File: config.mk
export PLATFORM = sky130hd
export DESIGN_NAME = rst_entry_ctrl
export DESIGN_NICKNAME = d
export VERILOG_FILES = /design/src/rtl/rec_pkg.sv /design/src/rtl/rec_sync.sv /design/src/rtl/rec_state_calc.sv /design/src/rtl/rec_fetch_req.sv /design/src/rtl/rst_entry_ctrl.sv
export SDC_FILE = /design/constraint.sdc
export NUM_CORES = 1
export LEC_CHECK = 0
export ABC_AREA = 1
export BUFFER_PORTS_ARGS = -buffer_cell sky130_fd_sc_hd__buf_2
export CAP_MARGIN = 5
export CORE_AREA = 3 3 91 93
export CTS_CLUSTER_SIZE = 8
export DETAILED_ROUTE_END_ITERATION = 12
export DIE_AREA = 0 0 94 96
export GPL_TIMING_DRIVEN = 1
export PLACE_DENSITY_LB_ADDON = 0.12
export SYNTH_ARGS = -nofsm -noshare
export SYNTH_HDL_FRONTEND = slang
export SYNTH_SLANG_ARGS = --single-unit
File: constraint.sdc
create_clock -name clk -period 1.95 [get_ports clk]
set_input_delay 0.585 -clock clk [delete_from_list [all_inputs] [get_ports clk]]
set_output_delay 0.585 -clock clk [all_outputs]
set_load 0.01 [all_outputs]
File: src/rtl/rec_pkg.sv
package rec_pkg;
  localparam int XLEN = 32;
  localparam logic [XLEN-1:0] SRR1_KEEP = 32'h87C0_FFFF;
  localparam int ILE_BIT = 16;
  localparam int ME_BIT  = 12;
  localparam int IP_BIT  = 6;
  localparam int RI_BIT  = 1;
  localparam int LE_BIT  = 0;
  localparam logic [XLEN-1:0] MSR_KEEP =
    (XLEN'(1) << ILE_BIT) | (XLEN'(1) << ME_BIT) | (XLEN'(1) << IP_BIT);

  typedef struct packed {
    logic [XLEN-1:0] srr0;
    logic [XLEN-1:0] srr1;
    logic [XLEN-1:0] msr;
    logic [XLEN-1:0] vec;
  } entry_t;
endpackage

File: src/rtl/rec_sync.sv
module rec_sync #(
  parameter int STAGES = 2,
  parameter int WIDTH  = 1
) (
  input  logic             clk,
  input  logic [WIDTH-1:0] d,
  output logic [WIDTH-1:0] q
);
  logic [WIDTH-1:0] chain [STAGES];
  always_ff @(posedge clk) chain[0] <= d;
  for (genvar i = 1; i < STAGES; i++) begin : g_stage
    always_ff @(posedge clk) chain[i] <= chain[i-1];
  end
  assign q = chain[STAGES-1];
endmodule

File: src/rtl/rec_state_calc.sv
module rec_state_calc
  import rec_pkg::*;
#(
  parameter logic [XLEN-1:0] VEC_OFFSET = 32'h0000_0100,
  parameter logic [XLEN-1:0] HI_BASE    = 32'hFFF0_0000
) (
  input  logic [XLEN-1:0] msr,
  input  logic [XLEN-1:0] nia,
  input  logic            unrec,
  output entry_t          ent
);
  always_comb begin
    ent.srr0 = nia;
    ent.srr1 = msr & SRR1_KEEP;
    if (unrec) ent.srr1[RI_BIT] = 1'b0;
    ent.msr = msr & MSR_KEEP;
    ent.msr[LE_BIT] = msr[ILE_BIT];
    ent.vec = msr[IP_BIT] ? (HI_BASE | VEC_OFFSET) : VEC_OFFSET;
  end
endmodule

File: src/rtl/rec_fetch_req.sv
module rec_fetch_req #(
  parameter int AW = 32
) (
  input  logic          clk,
  input  logic          clr,
  input  logic          load,
  input  logic [AW-1:0] addr_in,
  input  logic          ack,
  output logic          valid,
  output logic [AW-1:0] addr,
  output logic          single,
  output logic          ci
);
  always_ff @(posedge clk) begin
    if (clr) begin
      valid  <= 1'b0;
      single <= 1'b0;
      ci     <= 1'b0;
      addr   <= '0;
    end else if (load) begin
      valid  <= 1'b1;
      single <= 1'b1;
      ci     <= 1'b1;
      addr   <= addr_in;
    end else if (valid && ack) begin
      valid  <= 1'b0;
      single <= 1'b0;
      ci     <= 1'b0;
    end
  end
endmodule

File: src/rtl/rst_entry_ctrl.sv
module rst_entry_ctrl
  import rec_pkg::*;
#(
  parameter int SYNC_STAGES = 2,
  parameter logic [31:0] VEC_OFFSET = 32'h0000_0100,
  parameter logic [31:0] HI_BASE    = 32'hFFF0_0000
) (
  input  logic        clk,
  input  logic        hard_rst_i,
  input  logic        soft_rst_i,
  input  logic [31:0] msr_i,
  input  logic [31:0] nia_i,
  input  logic        unrecoverable_i,
  input  logic        nhr_set_i,
  input  logic        fetch_ack_i,
  output logic        taken_o,
  output logic [31:0] srr0_o,
  output logic [31:0] srr1_o,
  output logic [31:0] msr_o,
  output logic [31:0] vector_o,
  output logic        nhr_o,
  output logic        fetch_valid_o,
  output logic [31:0] fetch_addr_o,
  output logic        fetch_single_o,
  output logic        fetch_ci_o
);
  logic [1:0] rq_sync;
  logic       hard_act, soft_sync, hard_prev, soft_prev;
  logic       hard_rel, soft_edge, take;
  logic [XLEN-1:0] src_msr, src_nia;
  logic       src_unrec;
  entry_t     ent;

  rec_sync #(.STAGES(SYNC_STAGES), .WIDTH(2)) u_sync (
    .clk(clk), .d({hard_rst_i, soft_rst_i}), .q(rq_sync)
  );
  assign hard_act  = rq_sync[1];
  assign soft_sync = rq_sync[0];

  always_ff @(posedge clk) begin
    hard_prev <= hard_act;
    soft_prev <= soft_sync;
  end

  assign hard_rel  = hard_prev && !hard_act;
  assign soft_edge = soft_sync && !soft_prev && !hard_act;
  assign take      = hard_rel || soft_edge;

  // A hard entry is built from the cleared state, a soft one from live inputs.
  assign src_msr   = hard_rel ? '0 : msr_i;
  assign src_nia   = hard_rel ? '0 : nia_i;
  assign src_unrec = hard_rel ? 1'b0 : unrecoverable_i;

  rec_state_calc #(.VEC_OFFSET(VEC_OFFSET), .HI_BASE(HI_BASE)) u_calc (
    .msr(src_msr), .nia(src_nia), .unrec(src_unrec), .ent(ent)
  );

  always_ff @(posedge clk) begin
    if (hard_act) begin
      taken_o  <= 1'b0;
      srr0_o   <= '0;
      srr1_o   <= '0;
      msr_o    <= '0;
      vector_o <= '0;
      nhr_o    <= 1'b0;
    end else begin
      taken_o <= take;
      if (take) begin
        srr0_o   <= ent.srr0;
        srr1_o   <= ent.srr1;
        msr_o    <= ent.msr;
        vector_o <= ent.vec;
      end
      if (nhr_set_i) nhr_o <= 1'b1;
    end
  end

  rec_fetch_req #(.AW(XLEN)) u_fetch (
    .clk(clk), .clr(hard_act), .load(take), .addr_in(ent.vec),
    .ack(fetch_ack_i), .valid(fetch_valid_o), .addr(fetch_addr_o),
    .single(fetch_single_o), .ci(fetch_ci_o)
  );
endmodule

==> reports/qor.csv <==
stage;metric;value;unit
status;status;finished clean;
placement;dpl.hpwl;4995;um
synth;syn_area;3045;um2
critical_path;max_stage_delay;0.52;ns
synth;yosysSeqAreaShare;42.73;%
power;totalPowerFinal;3.021;mW
sta;rsz0062_at_grt;no;
global_routing;grt_first_pass_wirelength;10010;um
sta;fmax;0.6145;GHz
detailed_routing;antenna_left;0;
critical_path;crit_chain;buf_2;
floorplanning;die_y;96;um
layout;final_common_cell;buf_2;
detailed_routing;vias;2514;
critical_path;path_buf_inv;1;
critical_path;end_kind;output port;
sta;maxSlewViolCount;0;
clock_tree;cts_sinks;65;
synth;synthDistinctLibCells;20;
floorplanning;dieArea;9024;um2
power;powerDensity;836.7;nW/um2
detailed_routing;post_drt_wl_per_cell;11.42;um
detailed_routing;drt_iter0_drc;96;
global_routing;gr-total-overflow;0;
clock_tree;cts_max_level;3;
sta;hold_violations;0;
global_routing;antenna_found_initial;0;
power;p_comb_share;11.1;%
power;irDropWorstVdd;0.0005908;V
critical_path;cp_max_fo;27;
power;swShare;24.65;%
critical_path;cp_data_arrival_time;1.04;ns
critical_path;startpoint_type;register;
global_routing;track_usage;14.13;%
detailed_routing;drt_pre_antenna_iters;6;
power;seq_power_share;46.1;%
sta;finClkSkew;0.009021;ns
layout;drive_gt1_share;35.74;%
clock_tree;clockBufferDepth;2;
critical_path;cp.required;1.36;ns
clock_tree;clk_latency;0.33;ns
layout;utilization;47.47;%
layout;final_area;3611;um2
placement;port_buffers;149;
sta;min_period;1.627;ns
sta;period_share;83.45;%
synth;yosysWarnings;0;
critical_path;path_class;reg -> out;
clock_tree;cts_buffers;9;
power;p_leak;1.847;nW
critical_path;cpMaxStageDelayCell;dfxtp_2;
detailed_routing;drc;0;
clock_tree;cts_root_buf;clkbuf_8;
layout;diodes;0;
placement;place_area;3379;um2
sta;tns;0;ns
synth;yosys_register_bits;65;
floorplanning;rows;32;
floorplanning;pin_count;235;
power;internal_power;2.277;mW
global_routing;grt_max_degree;37;
flow_run;cap_violations;0;
detailed_routing;finalWirelength;6854;um
power;p_sw;0.7448;mW
placement;place_congestion;0.7091;
floorplanning;initial_core_util;40.03;%
synth;synth_cells;375;
detailed_routing;routed_via_density;4.190;
floorplanning;core_area;7607;um2
sta;setup_violations;0;
worst_hold_path;hp-class;reg -> reg;
floorplanning;die_w;94;um
clock_tree;cts_tree;done;
critical_path;cp_top_family;flip-flops;
clock_tree;clkSlewWorstSetupHoldPaths;0.06;ns
layout;nNetsFinal;563;
layout;area_growth;18.57;%
global_routing;grt_pass1_vias;2132;
synth;syn_avg_cell_area;8.121;um2
power;clockPowerShare;42.7;%
layout;mostFrequentLayoutCells;buf_2, conb_1, nand2_1;
registers in the layout (all words and copies together), names as in the netlist, 3 cells and up:
name and cells:
srr0_o 32, srr1_o 20, u_sync.chain 4, msr_o 3
cell type report:
type,count,area [um2]
clock inverters,4,75.07
well taps,102,127.6
inverters,7,26.28
fillers,777,3996
multi-input cells,254,1101
clock buffers,12,155.1
flip-flops and latches,65,1303
repair buffers,156,823.3
routing by layer:
metal  track usage (%)  vias up  part of all wire [%]
li1                  -     1268                     -
met1             16.11     1109                    40
met2             24.36      128                    49
met3             3.987        9                   9.1
met4             6.859        0                   1.7
met5                 0        -                     0
power by group through the flow:
| stage | sequential [mW] | clock [mW] | combinational [mW] |
|---|---|---|---|
| 2_1_floorplan | 1.44 | 0 | 0.316 |
| 3_3_place_gp | 1.42 | 0 | 0.337 |
| 3_5_place_dp | 1.42 | 0 | 0.337 |
| 4_1_cts | 1.39 | 1.34 | 0.338 |
| 5_1_grt | 1.40 | 1.38 | 0.380 |
| 6_report | 1.39 | 1.29 | 0.336 |
cell usage after synthesis, drive strengths merged:
cell      n  area [um2]
a21oi    44       220.2
a31oi     1       6.260
buf     123       894.6
clkbuf    1       3.750
clkinv    2       7.510
conb      1       3.750
dfxtp    65        1301
inv       5       18.77
nand2    68       260.3
nand3    47       240.2
nor2      7       33.78
o21ai    11       55.05
logic make-up (layout without fill, tap and decap cells):
group,count (synthesis),count (layout),synth area share [%]
buffers and inverters,131,179,30.36
AND/OR/NAND/NOR,122,122,17.54
flip-flops,65,65,42.73
AO/OA/AOI/OAI,56,56,9.244
other,1,76,0.1231
final timing paths:
kind                            from                 end  slack [ns]  depth (start not counted)
setup / recovery            msr_o[6]    fetch_addr_o[31]        0.32                          1
hold / removal    u_sync.chain[0][0]  u_sync.chain[0][2]        0.33                          0
setup reg to reg  u_sync.chain[0][3]           srr1_o[8]        0.62                          4
hold reg to reg   u_sync.chain[0][0]  u_sync.chain[0][2]        0.33                          0
what timing repair did:
| action | 4_1_cts | 5_1_grt |
|---|---|---|
| buffers inserted | 0 | 0 |
| resized for setup | 0 | 1 |
| hold buffers | 0 | 0 |
| setup endpoints to repair | 0 | 26 |
stage by stage:
stage	hold slack (ns)	instances	setup slack, ns
floorplan	0.3096	450	0.3768
CTS	0.3287	600	0.03443
global placement	0.3139	584	0.4545
finish	0.3272	600	0.3227
global route	0.3354	600	0.2041
detailed placement	0.3136	584	0.4054
Power figures use the tool's default switching activity.
